$ cat src/rtl/aclink_pkg.sv
package aclink_pkg;
  localparam int unsigned SLOT_W  = 20;
  localparam int unsigned TAG_W   = 16;
  localparam int unsigned N_SLOTS = 12;
  localparam int unsigned IDX_W   = 7;
  localparam int unsigned DATA_W  = 16;
  localparam int unsigned CODEC_W = 2;

  typedef enum logic [1:0] {
    ST_IDLE,
    ST_SEND_WR,
    ST_SEND_RD,
    ST_WAIT_RB
  } acc_state_e;
endpackage

$ cat src/rtl/aclink_frame_timer.sv
module aclink_frame_timer #(
  parameter int unsigned FRAME_BITS = 256,
  parameter int unsigned SYNC_BITS  = 16,
  parameter int unsigned CNT_W      = $clog2(FRAME_BITS)
) (
  input  logic             clk_i,
  input  logic             rst_ni,
  output logic [CNT_W-1:0] bit_cnt_o,
  output logic             last_bit_o,
  output logic             sync_o
);
  localparam logic [CNT_W-1:0] LAST_CNT = CNT_W'(FRAME_BITS - 1);
  localparam logic [CNT_W-1:0] SYNC_END = CNT_W'(SYNC_BITS);

  logic [CNT_W-1:0] cnt_q;

  always_ff @(posedge clk_i or negedge rst_ni) begin
    if (!rst_ni)             cnt_q <= '0;
    else if (cnt_q == LAST_CNT) cnt_q <= '0;
    else                     cnt_q <= cnt_q + 1'b1;
  end

  assign bit_cnt_o  = cnt_q;
  assign last_bit_o = (cnt_q == LAST_CNT);
  assign sync_o     = (cnt_q < SYNC_END);

  // frame wraps to position 0 after the last bit
  p_wrap_r1: assert property (@(posedge clk_i) disable iff (!rst_ni)
    last_bit_o |=> (bit_cnt_o == '0));

  // sync only starts at the frame start
  p_sync_start_r1: assert property (@(posedge clk_i) disable iff (!rst_ni)
    $rose(sync_o) |-> (bit_cnt_o == '0));
endmodule

$ cat src/rtl/aclink_slot_builder.sv
module aclink_slot_builder #(
  parameter int unsigned SLOT_W     = 20,
  parameter int unsigned TAG_W      = 16,
  parameter int unsigned N_SLOTS    = 12,
  parameter int unsigned IDX_W      = 7,
  parameter int unsigned DATA_W     = 16,
  parameter int unsigned CODEC_W    = 2,
  parameter int unsigned N_PLAY     = N_SLOTS - 3,
  parameter int unsigned FRAME_BITS = TAG_W + N_SLOTS * SLOT_W
) (
  input  logic                     acc_i,
  input  logic                     rd_i,
  input  logic [IDX_W-1:0]         idx_i,
  input  logic [DATA_W-1:0]        wdata_i,
  input  logic [CODEC_W-1:0]       codec_i,
  input  logic [N_PLAY-1:0]        play_valid_i,
  input  logic [N_PLAY*SLOT_W-1:0] play_data_i,
  input  logic                     gpio_valid_i,
  input  logic [SLOT_W-1:0]        gpio_data_i,
  output logic [FRAME_BITS-1:0]    frame_o
);
  // slot index 0 carries slot 1 (command), 1 carries slot 2 (data)
  localparam int unsigned AUD0    = 2;
  localparam int unsigned GPIO_SL = N_SLOTS - 1;
  localparam logic [IDX_W-1:0] IDX_MASK = ~IDX_W'(1);

  logic [N_SLOTS-1:0]   tag;
  logic [SLOT_W-1:0]    slot_w [N_SLOTS];
  logic [CODEC_W-1:0]   scra;
  logic [TAG_W-1:0]     slot0;
  logic                 prim;

  always_comb begin
    tag  = '0;
    for (int s = 0; s < N_SLOTS; s++) slot_w[s] = '0;
    prim = acc_i && (codec_i == '0);
    scra = acc_i ? codec_i : '0;
    // primary codec: slot tags mark the access; secondary: selector does
    tag[0] = prim;
    tag[1] = prim && !rd_i;
    if (acc_i) begin
      slot_w[0][SLOT_W-1]           = rd_i;
      slot_w[0][SLOT_W-2 -: IDX_W]  = idx_i & IDX_MASK;
      if (!rd_i) slot_w[1][SLOT_W-1 -: DATA_W] = wdata_i;
    end
    for (int k = 0; k < N_PLAY; k++) begin
      tag[AUD0+k] = play_valid_i[k];
      if (play_valid_i[k]) slot_w[AUD0+k] = play_data_i[k*SLOT_W +: SLOT_W];
    end
    tag[GPIO_SL] = gpio_valid_i;
    if (gpio_valid_i) slot_w[GPIO_SL] = gpio_data_i;

    slot0 = '0;
    slot0[TAG_W-1] = (|tag) || (|scra);
    for (int s = 0; s < N_SLOTS; s++) slot0[TAG_W-2-s] = tag[s];
    slot0[CODEC_W-1:0] = scra;
  end

  assign frame_o[FRAME_BITS-1 -: TAG_W] = slot0;

  for (genvar s = 0; s < N_SLOTS; s++) begin : g_pack
    assign frame_o[FRAME_BITS-TAG_W-1-s*SLOT_W -: SLOT_W] = slot_w[s];
  end
endmodule

$ cat src/rtl/aclink_readback.sv
module aclink_readback #(
  parameter int unsigned SLOT_W  = 20,
  parameter int unsigned DATA_W  = 16,
  parameter int unsigned CNT_W   = 8,
  parameter int unsigned CAP_BIT = 55
) (
  input  logic              clk_i,
  input  logic              rst_ni,
  input  logic              sdi_i,
  input  logic [CNT_W-1:0]  bit_cnt_i,
  input  logic              arm_i,
  output logic              cap_o,
  output logic              rd_valid_o,
  output logic [DATA_W-1:0] rd_data_o
);
  localparam logic [CNT_W-1:0] CAP_CNT = CNT_W'(CAP_BIT);

  logic [SLOT_W-2:0] sh_q;
  logic [SLOT_W-1:0] word;

  assign word  = {sh_q, sdi_i};
  assign cap_o = arm_i && (bit_cnt_i == CAP_CNT);

  always_ff @(posedge clk_i or negedge rst_ni) begin
    if (!rst_ni) begin
      sh_q       <= '0;
      rd_valid_o <= 1'b0;
      rd_data_o  <= '0;
    end else begin
      sh_q       <= word[SLOT_W-2:0];
      rd_valid_o <= cap_o;
      if (cap_o) rd_data_o <= word[SLOT_W-1 -: DATA_W];
    end
  end

  // one strobe per read; the controller must disarm after capture
  p_single_strobe_r11: assert property (@(posedge clk_i) disable iff (!rst_ni)
    rd_valid_o |=> !rd_valid_o);
endmodule

$ cat src/rtl/aclink_frame_enc.sv
module aclink_frame_enc
  import aclink_pkg::*;
#(
  parameter int unsigned P_SLOT_W  = SLOT_W,
  parameter int unsigned P_TAG_W   = TAG_W,
  parameter int unsigned P_N_SLOTS = N_SLOTS,
  parameter int unsigned P_IDX_W   = IDX_W,
  parameter int unsigned P_DATA_W  = DATA_W,
  parameter int unsigned P_CODEC_W = CODEC_W
) (
  input  logic                                clk_i,
  input  logic                                rst_ni,
  input  logic                                req_i,
  input  logic                                req_rd_i,
  input  logic [P_IDX_W-1:0]                  req_idx_i,
  input  logic [P_DATA_W-1:0]                 req_wdata_i,
  input  logic [P_CODEC_W-1:0]                req_codec_i,
  input  logic [P_N_SLOTS-4:0]                play_valid_i,
  input  logic [(P_N_SLOTS-3)*P_SLOT_W-1:0]   play_data_i,
  input  logic                                gpio_valid_i,
  input  logic [P_SLOT_W-1:0]                 gpio_data_i,
  input  logic                                sdi_i,
  output logic                                sync_o,
  output logic                                sdo_o,
  output logic                                busy_o,
  output logic                                rd_valid_o,
  output logic [P_DATA_W-1:0]                 rd_data_o
);
  localparam int unsigned FRAME_BITS = P_TAG_W + P_N_SLOTS * P_SLOT_W;
  localparam int unsigned CNT_W      = $clog2(FRAME_BITS);
  localparam int unsigned N_PLAY     = P_N_SLOTS - 3;
  localparam int unsigned CAP_BIT    = P_TAG_W + 2 * P_SLOT_W - 1;
  localparam int unsigned FV_POS     = FRAME_BITS - 1;
  localparam int unsigned TAG1_POS   = FRAME_BITS - 2;
  localparam int unsigned TAG2_POS   = FRAME_BITS - 3;
  localparam int unsigned SCRA_LO    = FRAME_BITS - P_TAG_W;
  localparam int unsigned RI0_POS    = FRAME_BITS - P_TAG_W - 1 - P_IDX_W;

  logic [CNT_W-1:0]      bit_cnt;
  logic                  last_bit;
  logic                  acc;
  logic                  cap;
  logic [FRAME_BITS-1:0] frame_nxt;
  logic [FRAME_BITS-1:0] sh_q;
  acc_state_e            state_q, state_d;

  aclink_frame_timer #(
    .FRAME_BITS(FRAME_BITS),
    .SYNC_BITS (P_TAG_W),
    .CNT_W     (CNT_W)
  ) u_timer (
    .clk_i     (clk_i),
    .rst_ni    (rst_ni),
    .bit_cnt_o (bit_cnt),
    .last_bit_o(last_bit),
    .sync_o    (sync_o)
  );

  // requests only enter at the frame boundary and never while busy
  assign acc = last_bit && req_i && (state_q == ST_IDLE);

  aclink_slot_builder #(
    .SLOT_W    (P_SLOT_W),
    .TAG_W     (P_TAG_W),
    .N_SLOTS   (P_N_SLOTS),
    .IDX_W     (P_IDX_W),
    .DATA_W    (P_DATA_W),
    .CODEC_W   (P_CODEC_W),
    .N_PLAY    (N_PLAY),
    .FRAME_BITS(FRAME_BITS)
  ) u_build (
    .acc_i       (acc),
    .rd_i        (req_rd_i),
    .idx_i       (req_idx_i),
    .wdata_i     (req_wdata_i),
    .codec_i     (req_codec_i),
    .play_valid_i(play_valid_i),
    .play_data_i (play_data_i),
    .gpio_valid_i(gpio_valid_i),
    .gpio_data_i (gpio_data_i),
    .frame_o     (frame_nxt)
  );

  aclink_readback #(
    .SLOT_W (P_SLOT_W),
    .DATA_W (P_DATA_W),
    .CNT_W  (CNT_W),
    .CAP_BIT(CAP_BIT)
  ) u_rb (
    .clk_i     (clk_i),
    .rst_ni    (rst_ni),
    .sdi_i     (sdi_i),
    .bit_cnt_i (bit_cnt),
    .arm_i     (state_q == ST_WAIT_RB),
    .cap_o     (cap),
    .rd_valid_o(rd_valid_o),
    .rd_data_o (rd_data_o)
  );

  always_comb begin
    state_d = state_q;
    unique case (state_q)
      ST_IDLE:    if (acc) state_d = req_rd_i ? ST_SEND_RD : ST_SEND_WR;
      ST_SEND_WR: if (last_bit) state_d = ST_IDLE;
      ST_SEND_RD: if (last_bit) state_d = ST_WAIT_RB;
      ST_WAIT_RB: if (cap) state_d = ST_IDLE;
      default:    state_d = ST_IDLE;
    endcase
  end

  always_ff @(posedge clk_i or negedge rst_ni) begin
    if (!rst_ni) begin
      state_q <= ST_IDLE;
      sh_q    <= '0;
    end else begin
      state_q <= state_d;
      if (last_bit) sh_q <= frame_nxt;
      else          sh_q <= {sh_q[FRAME_BITS-2:0], 1'b0};
    end
  end

  assign sdo_o  = sh_q[FV_POS];
  assign busy_o = (state_q != ST_IDLE);

  // frame-valid agrees with the rest of the loaded tag word
  p_fv_match_r2: assert property (@(posedge clk_i) disable iff (!rst_ni)
    $past(last_bit) |-> (sh_q[FV_POS] == (|sh_q[FV_POS-1 -: P_TAG_W-1])));

  // word-aligned index in every loaded frame
  p_ri0_zero_r4: assert property (@(posedge clk_i) disable iff (!rst_ni)
    $past(last_bit) |-> !sh_q[RI0_POS]);

  // selector cleared whenever no access enters the frame
  p_idle_scra_r7: assert property (@(posedge clk_i) disable iff (!rst_ni)
    (last_bit && !acc) |=> (sh_q[SCRA_LO +: P_CODEC_W] == '0));

  // a frame loaded while busy carries no register access
  p_no_overlap_r9: assert property (@(posedge clk_i) disable iff (!rst_ni)
    (last_bit && busy_o) |=>
      (!sh_q[TAG1_POS] && !sh_q[TAG2_POS] && sh_q[SCRA_LO +: P_CODEC_W] == '0));

  // a write stays busy for the whole frame that carries it
  p_wr_hold_r10: assert property (@(posedge clk_i) disable iff (!rst_ni)
    (state_q == ST_SEND_WR && !last_bit) |=> (state_q == ST_SEND_WR));

  // read strobe only closes a read-back wait
  p_rb_origin_r11: assert property (@(posedge clk_i) disable iff (!rst_ni)
    rd_valid_o |-> ($past(state_q) == ST_WAIT_RB && state_q == ST_IDLE));
endmodule

$ cat config.mk
export PLATFORM = sky130hd
export DESIGN_NAME = aclink_frame_enc
export DESIGN_NICKNAME = d
export VERILOG_FILES = /design/src/rtl/aclink_pkg.sv /design/src/rtl/aclink_frame_timer.sv /design/src/rtl/aclink_slot_builder.sv /design/src/rtl/aclink_readback.sv /design/src/rtl/aclink_frame_enc.sv
export SDC_FILE = /design/constraint.sdc
export NUM_CORES = 1
export LEC_CHECK = 0
export ABC_AREA = 1
export BUFFER_PORTS_ARGS = -buffer_cell sky130_fd_sc_hd__buf_2
export CAP_MARGIN = 20
export CORE_MARGIN = 3
export CORE_UTILIZATION = 35
export DETAILED_ROUTE_END_ITERATION = 12
export GPL_TIMING_DRIVEN = 0
export SYNTH_ARGS = -nofsm -noshare
export SYNTH_HDL_FRONTEND = slang
export SYNTH_SLANG_ARGS = --single-unit
$ cat constraint.sdc
create_clock -name clk_i -period 1.95 [get_ports clk_i]
set_clock_uncertainty 0.1 [all_clocks]
set_input_delay 0.39 -clock clk_i [delete_from_list [all_inputs] [get_ports clk_i]]
set_output_delay 0.39 -clock clk_i [all_outputs]
set_load 0.03 [all_outputs]
==> results.md <==
* Standby leakage power at about 7.6 nW
* Internal reg-to-reg setup slack at around 0.14 ns
* Crit. Startpoint: u_timer.bit_cnt_o[5]
* Core area at 0.0327 mm^2
* Starting utilization of the core area at roughly 36%
* First-pass GRT wire length at roughly 47,000 um
* Number of antenna violations at the first check in global routing at 3
* Peak supply drop at about 0.00058 V
* Portion of the clock cycle consumed by the worst path in the final layout at between 90% and 100%
* Register bit total from synthesis at roughly 300
* Number of nets with antenna violations after detailed routing at 0
* Height of the die at ~190 um
* Reg2Reg Capture Point: sh_q[255]
* Clock Power Share at a little under half
* Clock root buffer master: clkbuf_16
* Power per cell area at slightly below 900 mW/mm^2
* Highest fanout seen on the critical path at 2
* Wirelength, routed at roughly 29,000 um
* Remaining design rule violation count at 0
* Net count of the finished layout at about 1,800
* Number of design-rule violations left by the first detailed-router iteration at about 420
* Number of warnings printed during yosys synthesis at 0
* Total Die Area at ~0.036 mm^2
* Vias post-DR at 9,117
* Relative area change from synthesis to final layout at 27.5%
* Number of filler instances in the final layout at between 3,000 and 4,000
* Pre-Repair DR Iteration Count at 5
* CTS max path bufs at 3
* Minimum clock period at 1.88 ns
* Library cells used by synthesis at 24
* Port Buffer Count at 258
* Series of cell instances along the critical path: or2_4, nor2_4, buf_6
* Post-Syn Area per Cell at ~9.4 um^2
* Tightest slew margin relative to the limit at about 58%
* Clock insertion delay at the later pin of the skew report at just over 0.5 ns
* DP HPWL at 20,300 um
* GRT overflow at 0
* Post-Synthesis Net Count at around 1,500
* Final hold vios at 0
* Data arrival, critical path at between 1 and 1.5 ns
* Worst flop-to-flop path startpoint: u_timer.bit_cnt_o[0]
* Placement row count at 66
* Startpoint Class: register
* Classification of the worst-slack hold path: input port to register
* Most common library cell in the layout ignoring fill and taps: nand2_1
* Category of cells accounting for the largest share of critical-path delay: flip-flops
* Worst setup path class: register to primary output
* Clock tree from TritonCTS: yes
* CTS clock-pin slew for the worst setup and hold paths at around 0.060 ns
* Total power at 0.0133 W
* Total CTS buffers at 35
* F_max at 531 MHz
* CP bufs+invs at 1
* Sum Neg Setup Slack at 0 ns
* Worst Tran Pin Value at roughly 0.64 ns
* CP Capture Type: primary output
* Combinational share of power at under 10%
* I/O pin count at 260
* Capture point of the worst path: sync_o
* Sequential cell fraction of total power at between 40% and 50%
* Fraction of final layout cells sized beyond drive strength 1 at 24.1%
* Standard cell with the maximum stage delay on the critical path: dfrtp_1
* Routed wirelength normalized by instance count at around 14 um
* Total routing resource utilization after global routing at ~16%
* Internal power of the cells at 0.0104 W
* Net switching power of the design at 0.00284 W
* Final setup vio count at 0
* Number of max-slew violations in the final report at 0
* Result of the run: finished, final reports clean
* R2R depth at 8
* Largest net degree at the start of global routing at 124
* Count of H-tree levels built during CTS at 2
* Vias in the first global route at roughly 9,300
* Synthesized instance count at 1,241
* Avg Vias per Cell at ~4.5
* Req. time, crit path at roughly 1.5 ns
* Sequential fraction of the synthesis area at between 60% and 70%
* Area of the mapped netlist at 0.0117 mm^2
* Leading cell types in the layout, fill and taps excluded: nand2_1, dfrtp_1, buf_2
* Launch instance of the worst min-delay path: req_codec_i[1]
* Placer's final routability congestion estimate at 0.791
* Max-cap violation count at 0
* Net switching share of the total power at a little over a fifth
* Horizontal die dimension at 189 um
* Slowest stage delay, CP at 0.39 ns
* Critical path depth in cells at 3
* Total number of clock tree sinks at ~300
synthesized netlist by cell type:
cell type | number | area share (%)
a21oi_1 | 4 | 0.17
and3_1 | 1 | 0.054
buf_2 | 27 | 1.2
buf_4 | 6 | 0.39
buf_6 | 21 | 2.0
clkbuf_1 | 23 | 0.74
clkinv_1 | 1 | 0.032
dfrtp_1 | 302 | 65
ha_1 | 1 | 0.11
inv_1 | 28 | 0.90
nand2_1 | 555 | 18
nand2_2 | 1 | 0.054
nand2_4 | 1 | 0.096
nand3_1 | 22 | 0.94
nand3_2 | 3 | 0.26
nand4_1 | 2 | 0.11
nor2_1 | 33 | 1.1
nor2_4 | 3 | 0.29
o211ai_1 | 1 | 0.064
o21ai_0 | 32 | 1.4
o21ai_1 | 170 | 7.3
or2_2 | 1 | 0.054
xnor2_1 | 1 | 0.075
xor2_1 | 2 | 0.15
layer usage:
metal	wire length, um	GRT usage (%)
met3	1480	2.96
met1	13500	23.2
met2	13000	25.8
met5	23	0
met4	565	4.10
worst min-delay path by stage:
stage	end	depth (start not counted)
finish	sh_q[241]	3
global route	sh_q[211]	3
CTS	sh_q[211]	3
detailed placement	u_rb.sh_q[2]	0
global placement	u_rb.sh_q[3]	0
floorplan	sh_q[0]	0
sequential cells by signal, summed over array words and instances, names as in the netlist:
| name | cells |
|---|---|
| sh_q | 256 |
| state_q | 2 |
| u_rb.rd_data_o | 16 |
| u_rb.rd_valid_o | 1 |
| u_rb.sh_q | 19 |
| u_timer.bit_cnt_o | 8 |
stage by stage:
step           cell area [um^2]  instances  setup slack (ns)  utilization (%)  hold slack [ns]
5_1_grt                   14900       2018          -0.00817             45.5           0.0160
4_1_cts                   14800       2015           0.00596             45.3          0.00205
3_3_place_gp              13500       1941             -5.31             41.3            0.233
6_report                  14900       2018            0.0667             45.5           0.0211
3_5_place_dp              13600       1943          -0.00522             41.5            0.235
2_1_floorplan             11700       1241             0.332                -         -0.00559
power by group through the flow:
stage	clock (W)	sequential (W)	combinational, W
floorplan	0	0.00641	0.000142
finish	0.00635	0.00630	0.000606
global placement	0	0.00641	0.000588
CTS	0.00655	0.00630	0.000626
detailed placement	0	0.00641	0.000605
global route	0.00681	0.00630	0.000699
what timing repair did:
item / CTS / global route
hold endpoints to repair: 88 / 0
pin swaps: 1 / 3
setup endpoints to repair: 10 / 35
resized for setup: 3 / 10
buffers inserted: 2 / 2
hold buffers: 11 / 0
tightest hold or removal path, delay by kind of cell:
| kind | cells | cell delay [ns] |
|---|---|---|
| buffers and inverters | 1 | 0.09 |
| and+or+nand+nor | 2 | 0.11 |
cell families after synthesis:
family                   synth area share, %
AO/OA/AOI/OAI                           8.90
XOR/XNOR                               0.225
adder cells (fa/ha/maj)                0.107
AND/OR/NAND/NOR                         20.8
flip-flops                              64.8
buffers and inverters                   5.24
area by class of cell:
cell class | count | area [um^2] | share of cell area, %
well taps | 442 | 553 | 3.72
inverters | 29 | 109 | 0.731
clock buffers | 48 | 966 | 6.49
multi-input cells | 833 | 3530 | 23.7
plain buffers | 76 | 513 | 3.45
diodes | 1 | 2.50 | 0.0168
repair buffers | 275 | 1500 | 10.1
clock inverters | 12 | 153 | 1.03
flip-flops and latches | 302 | 7560 | 50.8
Note: power is estimated with default switching activity, not from simulation.
